===== src/rtl/ostlPkg.sv =====
package ostlPkg;
  localparam int FRAC_W = 8;

  typedef struct packed {
    logic wrIssue;
    logic wrDone;
    logic rdIssue;
    logic rdDone;
    logic wrAccClr;
    logic rdAccClr;
    logic cbAccClr;
  } ostlStrobes_t;
endpackage


===== src/rtl/ostlAccum.sv =====
module ostlAccum #(
  parameter int CNT_W = 3,
  parameter int INT_W = 6,
  parameter int ACC_W = 16
) (
  input  logic                      clk,
  input  logic                      rstN,
  input  logic                      clr,
  input  logic [CNT_W-1:0]          cnt,
  input  logic [INT_W-1:0]          limInt,
  input  logic [ostlPkg::FRAC_W-1:0] limFrac,
  output logic                      accPos
);
  localparam int FW    = ostlPkg::FRAC_W;
  localparam int PADC  = ACC_W + 1 - CNT_W - FW;
  localparam int PADL  = ACC_W + 1 - INT_W - FW;

  logic [ACC_W-1:0] acc, accNext;
  logic [ACC_W:0]   grown, limExt, diff;

  always_comb begin
    grown  = {1'b0, acc} + {{PADC{1'b0}}, cnt, {FW{1'b0}}};
    limExt = {{PADL{1'b0}}, limInt, limFrac};
    diff   = grown - limExt;
    if (grown > limExt) begin
      accNext = diff[ACC_W] ? {ACC_W{1'b1}} : diff[ACC_W-1:0];
    end else begin
      accNext = '0;
    end
  end

  always_ff @(posedge clk) begin
    if (!rstN || clr) acc <= '0;
    else              acc <= accNext;
  end

  assign accPos = |acc;
endmodule


===== src/rtl/ostlDatapath.sv =====
module ostlDatapath #(
  parameter int WR_CEIL = 4,
  parameter int RD_CEIL = 4,
  parameter int ACC_W   = 16,
  localparam int WR_CNT_W = $clog2(WR_CEIL + 1),
  localparam int RD_CNT_W = $clog2(RD_CEIL + 1),
  localparam int CB_CNT_W = $clog2(WR_CEIL + RD_CEIL + 1)
) (
  input  logic                 clk,
  input  logic                 rstN,
  input  ostlPkg::ostlStrobes_t strb,
  input  logic [5:0]           wrLimInt,
  input  logic [7:0]           wrLimFrac,
  input  logic [5:0]           rdLimInt,
  input  logic [7:0]           rdLimFrac,
  input  logic [6:0]           cbLimInt,
  input  logic [7:0]           cbLimFrac,
  output logic [WR_CNT_W-1:0]  wrCnt,
  output logic [RD_CNT_W-1:0]  rdCnt,
  output logic [CB_CNT_W-1:0]  cbCnt,
  output logic                 wrAccPos,
  output logic                 rdAccPos,
  output logic                 cbAccPos
);
  logic wrDec, rdDec;
  assign wrDec = strb.wrDone && (wrCnt != '0);
  assign rdDec = strb.rdDone && (rdCnt != '0);

  always_ff @(posedge clk) begin
    if (!rstN) begin
      wrCnt <= '0;
      rdCnt <= '0;
    end else begin
      if (strb.wrIssue && !wrDec)      wrCnt <= wrCnt + 1'b1;
      else if (!strb.wrIssue && wrDec) wrCnt <= wrCnt - 1'b1;
      if (strb.rdIssue && !rdDec)      rdCnt <= rdCnt + 1'b1;
      else if (!strb.rdIssue && rdDec) rdCnt <= rdCnt - 1'b1;
    end
  end

  assign cbCnt = CB_CNT_W'(wrCnt) + CB_CNT_W'(rdCnt);

  ostlAccum #(.CNT_W(WR_CNT_W), .INT_W(6), .ACC_W(ACC_W)) u_wrAcc (
    .clk(clk), .rstN(rstN), .clr(strb.wrAccClr), .cnt(wrCnt),
    .limInt(wrLimInt), .limFrac(wrLimFrac), .accPos(wrAccPos));

  ostlAccum #(.CNT_W(RD_CNT_W), .INT_W(6), .ACC_W(ACC_W)) u_rdAcc (
    .clk(clk), .rstN(rstN), .clr(strb.rdAccClr), .cnt(rdCnt),
    .limInt(rdLimInt), .limFrac(rdLimFrac), .accPos(rdAccPos));

  ostlAccum #(.CNT_W(CB_CNT_W), .INT_W(7), .ACC_W(ACC_W)) u_cbAcc (
    .clk(clk), .rstN(rstN), .clr(strb.cbAccClr), .cnt(cbCnt),
    .limInt(cbLimInt), .limFrac(cbLimFrac), .accPos(cbAccPos));
endmodule


===== src/rtl/ostlControl.sv =====
module ostlControl #(
  parameter int WR_CEIL = 4,
  parameter int RD_CEIL = 4,
  localparam int WR_CNT_W = $clog2(WR_CEIL + 1),
  localparam int RD_CNT_W = $clog2(RD_CEIL + 1),
  localparam int CB_CNT_W = $clog2(WR_CEIL + RD_CEIL + 1)
) (
  input  logic                  clk,
  input  logic                  rstN,
  input  logic [2:0]            enable,
  input  logic [5:0]            wrLimInt,
  input  logic [7:0]            wrLimFrac,
  input  logic [5:0]            rdLimInt,
  input  logic [7:0]            rdLimFrac,
  input  logic [6:0]            cbLimInt,
  input  logic [7:0]            cbLimFrac,
  input  logic [WR_CNT_W-1:0]   wrCnt,
  input  logic [RD_CNT_W-1:0]   rdCnt,
  input  logic [CB_CNT_W-1:0]   cbCnt,
  input  logic                  wrAccPos,
  input  logic                  rdAccPos,
  input  logic                  cbAccPos,
  input  logic                  awValidIn,
  input  logic                  awReadyIn,
  input  logic                  arValidIn,
  input  logic                  arReadyIn,
  input  logic                  wrRespDone,
  input  logic                  rdRespDone,
  output logic                  awValidOut,
  output logic                  awReadyOut,
  output logic                  arValidOut,
  output logic                  arReadyOut,
  output ostlPkg::ostlStrobes_t strb
);
  function automatic logic admit(input logic [7:0] cnt, input logic [7:0] limI,
                                 input logic fracNz, input logic accPos);
    return (cnt < limI) || ((cnt == limI) && fracNz && !accPos);
  endfunction

  logic wrOn, rdOn, cbOn, wrOk, rdOk, cbOk, cbTwo, conflict, wrGate, rdGate;
  logic prefRd;

  always_comb begin
    wrOn  = enable[0] && ((wrLimInt != '0) || (wrLimFrac != '0)) && (8'(wrLimInt) < 8'(WR_CEIL));
    rdOn  = enable[1] && ((rdLimInt != '0) || (rdLimFrac != '0)) && (8'(rdLimInt) < 8'(RD_CEIL));
    cbOn  = enable[2] && ((cbLimInt != '0) || (cbLimFrac != '0)) &&
            (8'(cbLimInt) < 8'(WR_CEIL + RD_CEIL));
    wrOk  = (8'(wrCnt) < 8'(WR_CEIL)) &&
            (!wrOn || admit(8'(wrCnt), 8'(wrLimInt), |wrLimFrac, wrAccPos));
    rdOk  = (8'(rdCnt) < 8'(RD_CEIL)) &&
            (!rdOn || admit(8'(rdCnt), 8'(rdLimInt), |rdLimFrac, rdAccPos));
    cbOk  = !cbOn || admit(8'(cbCnt), 8'(cbLimInt), |cbLimFrac, cbAccPos);
    cbTwo = !cbOn || admit(8'(cbCnt) + 8'd1, 8'(cbLimInt), |cbLimFrac, cbAccPos);
    conflict = awValidIn && arValidIn && wrOk && rdOk && cbOk && !cbTwo;
    wrGate = wrOk && cbOk && !(conflict && prefRd);
    rdGate = rdOk && cbOk && !(conflict && !prefRd);
  end

  assign awValidOut = awValidIn && wrGate;
  assign awReadyOut = awReadyIn && wrGate;
  assign arValidOut = arValidIn && rdGate;
  assign arReadyOut = arReadyIn && rdGate;

  always_comb begin
    strb.wrIssue  = awValidOut && awReadyIn;
    strb.rdIssue  = arValidOut && arReadyIn;
    strb.wrDone   = wrRespDone;
    strb.rdDone   = rdRespDone;
    strb.wrAccClr = !enable[0] || (wrLimFrac == '0);
    strb.rdAccClr = !enable[1] || (rdLimFrac == '0);
    strb.cbAccClr = !enable[2] || (cbLimFrac == '0);
  end

  always_ff @(posedge clk) begin
    if (!rstN) prefRd <= 1'b0;
    else if (conflict && (prefRd ? strb.rdIssue : strb.wrIssue)) prefRd <= !prefRd;
  end
endmodule


===== src/rtl/outstandingLimiter.sv =====
module outstandingLimiter #(
  parameter int WR_CEIL = 4,
  parameter int RD_CEIL = 4,
  parameter int ACC_W   = 16
) (
  input  logic       clk,
  input  logic       rstN,
  input  logic [2:0] enable,
  input  logic [5:0] wrLimInt,
  input  logic [7:0] wrLimFrac,
  input  logic [5:0] rdLimInt,
  input  logic [7:0] rdLimFrac,
  input  logic [6:0] cbLimInt,
  input  logic [7:0] cbLimFrac,
  input  logic       awValidIn,
  output logic       awReadyOut,
  output logic       awValidOut,
  input  logic       awReadyIn,
  input  logic       arValidIn,
  output logic       arReadyOut,
  output logic       arValidOut,
  input  logic       arReadyIn,
  input  logic       wrRespDone,
  input  logic       rdRespDone
);
  localparam int WR_CNT_W = $clog2(WR_CEIL + 1);
  localparam int RD_CNT_W = $clog2(RD_CEIL + 1);
  localparam int CB_CNT_W = $clog2(WR_CEIL + RD_CEIL + 1);

  ostlPkg::ostlStrobes_t strb;
  logic [WR_CNT_W-1:0] wrCnt;
  logic [RD_CNT_W-1:0] rdCnt;
  logic [CB_CNT_W-1:0] cbCnt;
  logic wrAccPos, rdAccPos, cbAccPos;

  ostlDatapath #(.WR_CEIL(WR_CEIL), .RD_CEIL(RD_CEIL), .ACC_W(ACC_W)) u_dp (
    .clk(clk), .rstN(rstN), .strb(strb),
    .wrLimInt(wrLimInt), .wrLimFrac(wrLimFrac),
    .rdLimInt(rdLimInt), .rdLimFrac(rdLimFrac),
    .cbLimInt(cbLimInt), .cbLimFrac(cbLimFrac),
    .wrCnt(wrCnt), .rdCnt(rdCnt), .cbCnt(cbCnt),
    .wrAccPos(wrAccPos), .rdAccPos(rdAccPos), .cbAccPos(cbAccPos));

  ostlControl #(.WR_CEIL(WR_CEIL), .RD_CEIL(RD_CEIL)) u_ctl (
    .clk(clk), .rstN(rstN), .enable(enable),
    .wrLimInt(wrLimInt), .wrLimFrac(wrLimFrac),
    .rdLimInt(rdLimInt), .rdLimFrac(rdLimFrac),
    .cbLimInt(cbLimInt), .cbLimFrac(cbLimFrac),
    .wrCnt(wrCnt), .rdCnt(rdCnt), .cbCnt(cbCnt),
    .wrAccPos(wrAccPos), .rdAccPos(rdAccPos), .cbAccPos(cbAccPos),
    .awValidIn(awValidIn), .awReadyIn(awReadyIn),
    .arValidIn(arValidIn), .arReadyIn(arReadyIn),
    .wrRespDone(wrRespDone), .rdRespDone(rdRespDone),
    .awValidOut(awValidOut), .awReadyOut(awReadyOut),
    .arValidOut(arValidOut), .arReadyOut(arReadyOut),
    .strb(strb));
endmodule


===== config.mk =====
export PLATFORM = sky130hd
export DESIGN_NAME = outstandingLimiter
export DESIGN_NICKNAME = d
export VERILOG_FILES = /design/src/rtl/ostlPkg.sv /design/src/rtl/ostlAccum.sv /design/src/rtl/ostlDatapath.sv /design/src/rtl/ostlControl.sv /design/src/rtl/outstandingLimiter.sv
export SDC_FILE = /design/constraint.sdc
export NUM_CORES = 1
export LEC_CHECK = 0
export ABC_AREA = 1
export BUFFER_PORTS_ARGS = -buffer_cell sky130_fd_sc_hd__buf_2
export CAP_MARGIN = 40
export CORE_MARGIN = 2
export CORE_UTILIZATION = 50
export CTS_CLUSTER_SIZE = 8
export DETAILED_ROUTE_END_ITERATION = 8
export HOLD_SLACK_MARGIN = 0.15
export PLACE_DENSITY = 0.8
export RECOVER_POWER = 50
export SYNTH_ARGS = -nofsm -noshare
export SYNTH_HDL_FRONTEND = slang
export SYNTH_SLANG_ARGS = --single-unit

===== constraint.sdc =====
create_clock -name clk -period 5 [get_ports clk]
set_input_delay 0.75 -clock clk [delete_from_list [all_inputs] [get_ports clk]]
set_output_delay 0.75 -clock clk [all_outputs]
set_load 0.005 [all_outputs]

# Word-level counts from Yosys, hierarchy flattened
# Index checks and enable logic that the tools add are counted.
[word_totals]
input_bits = 54
register_bits = 55
[op_classes]
eq_ne = 4
muxes = 8
order_cmp = 12
n_bitwise = 3
n_addsub = 12
n_reduce_logical = 97
[op_table]
columns = ["operator", "n"]
rows = [
  ["16-bit two-way mux", 3],
  ["16-bit OR reduction", 3],
  ["1-bit logical AND", 40],
  ["16-bit by 11-bit adder with 17-bit output", 2],
  ["17-bit by 14-bit greater-than comparator with 1-bit output", 2],
  ["17-bit by 14-bit subtractor with 17-bit output", 2],
  ["8-bit zero test", 3],
  ["8-bit nonzero test", 3],
  ["8-bit OR reduction", 3],
  ["1-bit zero test", 18],
  ["16-bit by 12-bit adder with 17-bit output", 1],
  ["17-bit by 15-bit greater-than comparator with 1-bit output", 1],
  ["1-bit logical OR", 17],
  ["17-bit by 15-bit subtractor with 17-bit output", 1],
  ["3-bit by 6-bit == test with 1-bit output", 2],
  ["3-bit by 6-bit less-than comparator with 1-bit output", 2],
  ["6-bit by 3-bit less-than comparator with 1-bit output (second input constant)", 2],
  ["3-bit two-way mux", 4],
  ["6-bit nonzero test", 2],
  ["8-bit by 7-bit == test with 1-bit output", 1],
  ["8-bit by 7-bit less-than comparator with 1-bit output", 1],
  ["4-bit by 7-bit == test with 1-bit output", 1],
  ["4-bit by 7-bit less-than comparator with 1-bit output", 1],
  ["7-bit by 4-bit less-than comparator with 1-bit output (second input constant)", 1],
  ["11 further kinds", 20],
]

# Logic depth before layout (Yosys ltp)
[logic_depth]
depth_word = 20
ltp_mapped = 27
ltp_nobuf = 27

# Cells and area by module
# Synthesis repeated with hierarchy kept, for this count alone.
[hier_totals]
hier_cells = 1090
hier_area_um2 = 6837.8
[by_module_without_submodules]
columns = ["module", "seq_area_each_um2", "n_inst", "area_each_um2", "cells_each"]
rows = [
  ["ostlAccum at u_dp.u_rdAcc ...", 320.3, 2, 1721.7, 272],
  ["ostlAccum at u_dp.u_cbAcc", 320.3, 1, 1974.4, 310],
  ["ostlControl", 20.0, 1, 974.7, 178],
  ["ostlDatapath", 120.1, 1, 445.4, 58],
]

# Worst setup path before layout
# OpenSTA, ideal clock, no wires.
[synth_timing]
kind = "reg-to-reg"
startpoint = "register u_dp.rdCnt[0]"
endpoint = "register u_dp.rdCnt[2]"
path_buffers = 0
setup_time_ps = 122
path_stages_with_launch = 26
t_required_ps = 4878
arrival_time_ps = 3709
slack_ps = 1169
cell_sequence = "dfxtp_1 > ha_1 > inv_1 > fa_1 > inv_1 > ha_1 > xor2_1 > inv_1 > ha_1 > nand2_1 > nor2_1 > nand4_1 > nor3_1 > nor3_1 > nand2_1 > nor2_1 > nand2_1 > nand2_1 > nor3_1 > ha_1 > inv_1 > fa_1 > a21oi_1 > o21ai_0 > o21ai_0 > a21oi_1"
[synth_via]
elab_chain_len = 17
word_cells_on_any_way = 43
[synth_lines]
columns = ["item", "line_no", "rtl"]
rows = [
  ["start: declaration", "ostlDatapath.sv:19", "output logic [RD_CNT_W-1:0] rdCnt,"],
  ["start signal: assignment", "ostlDatapath.sv:36", "if (strb.rdIssue && !rdDec) rdCnt <= rdCnt + 1'b1;"],
  ["start signal: assignment", "ostlDatapath.sv:37", "else if (!strb.rdIssue && rdDec) rdCnt <= rdCnt - 1'b1;"],
  ["branches (longest 17 deep; another with 8-bit by 7-bit less-than comparator with 1-bit output)", "n/a", ""],
]
# Several ways; the timed one is not identified. The select of a mux whose other input is x is not followed.
# A chain may end at the register's enable or synchronous reset.

# Worst setup path after layout
[layout_timing]
startpoint = "register u_dp.wrCnt[1]"
endpoint = "output arReadyOut"
[layout_via]
elab_chain_len = 14
word_cells_on_any_way = 32
[layout_lines]
columns = ["item", "line_no", "rtl"]
rows = [
  ["start: declaration", "ostlDatapath.sv:18", "output logic [WR_CNT_W-1:0] wrCnt,"],
  ["start signal: assignment", "ostlDatapath.sv:34", "if (strb.wrIssue && !wrDec) wrCnt <= wrCnt + 1'b1;"],
  ["start signal: assignment", "ostlDatapath.sv:35", "else if (!strb.wrIssue && wrDec) wrCnt <= wrCnt - 1'b1;"],
  ["branches (longest 12 deep; another with 8-bit by 7-bit less-than comparator with 1-bit output)", "n/a", ""],
  ["1-bit logical AND (*)", "ostlControl.sv:56", "rdGate = rdOk && cbOk && !(conflict && !prefRd);"],
  ["1-bit logical AND (*)", "ostlControl.sv:62", "assign arReadyOut = arReadyIn && rdGate;"],
  ["end: declaration", "outstandingLimiter.sv:20", "output logic arReadyOut,"],
]
# Mark *: on every way between the ends.

==> out/results.md <==
| Step | Item | This run |
| --- | --- | --- |
| place | Worst slack after detailed placement | 0.781 ns |
| cts | Post-CTS Hold Fix Bufs | 0 |
| yosys | Simple-gate portion of the synthesized area | 32.5% |
| cts | Clock slew at the register clock pins of the worst setup and hold paths | 0.07 ns |
| critical path | Critical Path Sink | arReadyOut |
| floorplan | Die Width | 114 um |
| yosys | Synth Area in Adders | 18.6% |
| yosys | Synthesis warning total | 0 |
| power | Areal power density over the cells | 354 nW/um^2 |
| critical path | Register-to-register setup slack | 0.73 ns |
| critical path | Critical Path Fanout Max | 7 |
| cts | Number of buffers on the longest clock path | 2 |
| timing | Final min period | 4.29 ns |
| power | Part of the power in the clock network | 15.2% |
| floorplan | Std cell rows | 40 |
| timing | Rel. slew slack | 49.0% |
| cts | Post_cts resized | 0 |
| critical path | Delay of the slowest cell on the worst path | 0.56 ns |
| power | Internal portion of total power | 1.24 mW |
| cells and area | Number of nets in the final layout | 1,093 |
| floorplan | Chip height | 114 um |
| yosys | EDFF count, synth | 0 |
| cells and area | Share of layout cells above drive strength 1 | 12.0% |
| critical path | Startpoint of the worst setup timing path | u_dp.wrCnt[1] |
| critical path | Critical R2R Launch | u_dp.wrCnt[1] |
| yosys | Commonest cells post-synth | sky130_fd_sc_hd__nand2_1 (166), sky130_fd_sc_hd__nor2_1 (150), sky130_fd_sc_hd__inv_1 (146) |
| yosys | Compound-Gate Fraction of Synth Area | 10.7% |
| floorplan | Die area | 12,900 um^2 |
| floorplan | Boundary pin count | 58 |
| timing | Final Max Tran Viols | 0 |
| cts | Postcts setup bufs | 0 |
| route | Residual antenna-violating net count after detailed routing | 0 |
| grt | Global routing usage summed across all routing layers | 21.9% |
| place | Quantity of I/O buffers inserted on ports | 57 |
| cts | H-tree depth | 2 |
| yosys | Xor and xnor fraction of the mapped netlist area | 9.15% |
| critical path | Worst R2R End | u_dp.rdCnt[2] |
| grt | Pin count of the biggest net entering global routing | 17 |
| power | Logic pwr share | 60.8% |
| yosys | Most area-hungry cell type in the Yosys netlist | sky130_fd_sc_hd__dfxtp_1 |
| cells and area | Post-layout instance area | 6540 um^2 |
| yosys | Post-synth cell types | 45 |
| power | Standby leakage power | 3.67 nW |
| yosys | Portion of synthesized cell area occupied by the leading cell type | 18.3% |
| yosys | Post-synthesis cell count | 898 |
| yosys | Most frequent cell after synthesis | sky130_fd_sc_hd__nand2_1 |
| worst hold path | Min-Delay Path Class | register to register |
| route | DR vias/cell | 5.08 |
| yosys | Portion of the post-synthesis area used by sequential elements | 18.3% |
| route | Drt initial violations | 351 |
| timing | Min setup slack post-route | 0.705 ns |
| critical path | Number of cells traversed by the worst register-to-register path | 24 |
| cts | CTS sink count | 55 |
| route | Routed via count | 5,611 |
| yosys | Most used DFF post-synth | sky130_fd_sc_hd__dfxtp_1 |
| critical path | Crit path DAT | 3.54 ns |
| timing | Number of hold violations in the final report | 0 |
| yosys | Cell area after technology mapping | 6010 um^2 |
| floorplan | Effective utilization at floorplan | 50.7% |
| critical path | Kind of critical path | register to output port |
| place | Cells after DPL | 1,095 |
| timing | Final-layout setup total negative slack | 0 ns |
| flow run | Max-cap check violation count | 0 |
| power | Reported net switching power | 1.07 mW |
| place | Final weighted congestion in routability-driven placement | 0.978 |
| timing | Unrepaired setup endpoints after global routing | no |
| yosys | Fraction of registers with async set or reset after synthesis | 0% |
| cells and area | Final std cells w/o fill | 1,104 |
| power | Flop pwr share | 24.0% |
| status | Result of the run | finished, final reports clean |
| cts | Inserted Clock Buffers | 5 |
| timing | Number of failing setup endpoints in the final timing report | 0 |
| grt | Global-route wire length before repair | 23,300 um |
| yosys | Post-synthesis net count | 1,036 |
| route | DRC Markers | 0 |
| power | Net Sw Frac | 46.2% |
| yosys | Total of flip-flops plus latches after synthesis | 55 |
| critical path | Master of the slowest instance on the critical path | sky130_fd_sc_hd__dfxtp_1 |
| power | PnR Total Power | 2.31 mW |
| critical path | Required time of the critical path | 4.25 ns |
| yosys | Dominant combinational cell family by area after synthesis | simple AND/OR/NAND/NOR gates |
| cts | Clock tree from TritonCTS | built |
| grt | Via count of the first global-routing pass | 5,166 |
| route | Drt total wl | 13,600 um |
| route | Average wire per cell in the routed design | 12.3 um |
| grt | Gr ovfl total | 0 |
| critical path | Crit path launch type | register |
| place | Post-DP HPWL | 11,300 um |
| cts | Root buffer cell | sky130_fd_sc_hd__clkbuf_16 |
| route | DR pass1 iterations | 5 |
| cts | Clock latency reported for the late side of the worst-skew pair | 0.29 ns |
| critical path | Nature of the critical path endpoint | output port |
| yosys | Average footprint of a synthesized cell | 6.70 um^2 |
| timing | Post-route clock skew | 0.00419 ns |
| cells and area | Area grow syn2layout | 8.70% |
| timing | Slew @ Worst Pin | 0.763 ns |
| yosys | Mux share of post-synthesis cell area | 0% |
| yosys | Area contributors post-synth | sky130_fd_sc_hd__dfxtp_1 (18%), sky130_fd_sc_hd__ha_1 (16%), sky130_fd_sc_hd__nand2_1 (10%), sky130_fd_sc_hd__nor2_1 (9.4%), sky130_fd_sc_hd__inv_1 (9.1%) |
| critical path | Cells along the critical path | inv_1 -> fa_1 -> or2_2 -> nand2_1 -> inv_1 -> ha_1 -> nand2_1 -> nor3b_1 -> o21ai_0 -> nor2_1 -> nor2_1 -> inv_1 -> nand3_1 -> nor2_1 -> nand2_1 -> nand2_1 -> nor2_1 -> buf_2 |
| timing | Final critical-path share of the clock period | 85.9% |
| power | Highest ir drop seen on vdd | 0.168 mV |
| timing | Fmax achieved | 233 MHz |
| place | Placement-stage cell area | 6400 um^2 |
| grt | Antenna violations before repair | 2 |
| floorplan | Area of the core region | 11,900 um^2 |
cells in the final DEF (no fill, tap or decap), types with 8 or more instances in the layout:
cell	count
sky130_fd_sc_hd__ha_1	75
sky130_fd_sc_hd__nand4_1	10
sky130_fd_sc_hd__nor2_2	8
sky130_fd_sc_hd__nand2_2	9
sky130_fd_sc_hd__a21oi_1	47
sky130_fd_sc_hd__nand3b_1	11
sky130_fd_sc_hd__dfxtp_1	55
sky130_fd_sc_hd__nand3_1	44
sky130_fd_sc_hd__nor2_1	150
sky130_fd_sc_hd__nand2_1	167
sky130_fd_sc_hd__o21ai_0	26
sky130_fd_sc_hd__inv_1	146
sky130_fd_sc_hd__xor2_1	42
sky130_fd_sc_hd__nor3_1	14
sky130_fd_sc_hd__xnor2_1	14
sky130_fd_sc_hd__fa_1	9
sky130_fd_sc_hd__buf_2	57
power by group through the flow:
| stage | registers, mW | logic, mW | clock network, mW |
|---|---|---|---|
| final | 0.555 | 1.41 | 0.351 |
| after global routing | 0.564 | 1.61 | 0.382 |
| after CTS | 0.555 | 1.40 | 0.364 |
| after detailed placement | 0.565 | 1.39 | 0 |
| after global placement | 0.561 | 1.36 | 0 |
| after floorplan | 0.545 | 1.11 | 0 |
how the worst min path moves through the flow:
stage	end	slack, ns	cells past startpoint	from
2_1_floorplan	u_ctl.prefRd	0.47	2	u_ctl.prefRd
3_3_place_gp	u_ctl.prefRd	0.49	2	u_ctl.prefRd
3_5_place_dp	u_ctl.prefRd	0.51	2	u_ctl.prefRd
4_1_cts	u_ctl.prefRd	0.52	2	u_ctl.prefRd
5_1_grt	u_ctl.prefRd	0.56	2	u_ctl.prefRd
6_report	u_ctl.prefRd	0.52	2	u_ctl.prefRd
per-layer routing:
layer / share of wire, % / global-route usage (%) / vias to the layer above
met5: 0 / 0 / -
met2: 45 / 36.2 / 100
li1: - / - / 2975
met3: 4.5 / 3.08 / 19
met4: 1.9 / 5.93 / 0
met1: 48 / 30.2 / 2517
sequential cells by signal, summed over array words and instances, names as in the netlist:
name,flops
u_dp.u_cbAcc.acc,16
u_dp.u_rdAcc.acc,16
u_dp.u_wrAcc.acc,16
u_dp.rdCnt,3
u_dp.wrCnt,3
u_ctl.prefRd,1
through the flow:
step                      util [%]  hold slack [ns]
after floorplan                  -            0.466
after global placement        54.0            0.488
after detailed placement      54.0            0.506
after CTS                     55.2            0.515
after global routing          55.1            0.564
final                         55.1            0.519
cell families after synthesis:
group                      Yosys count
adders and majority gates           84
DFF                                 55
xor gates and xnor gates            59
and+or+nand+nor                    434
buffers and inverters              159
AOI/OAI and AO/OA                  107
final cells by class:
cell class                 count  area, um^2
inverter                     152         571
timing repair buffer          57         285
fill                        1157        5320
multi-input combinational    684        4250
tap                          147         184
antenna                        2        5.00
sequential                    55        1100
clock buffer                   6         139
clock inverter                 1        5.00
worst max-delay path, delay by kind of cell, from the launching register on:
kind,cells,cell delay (ns)
AOI/OAI and AO/OA,1,0.13
adders and majority gates,2,0.76
buffers and inverters,4,0.43
DFF,1,0.56
and+or+nand+nor,11,1.37
Power figures use the tool's default switching activity.
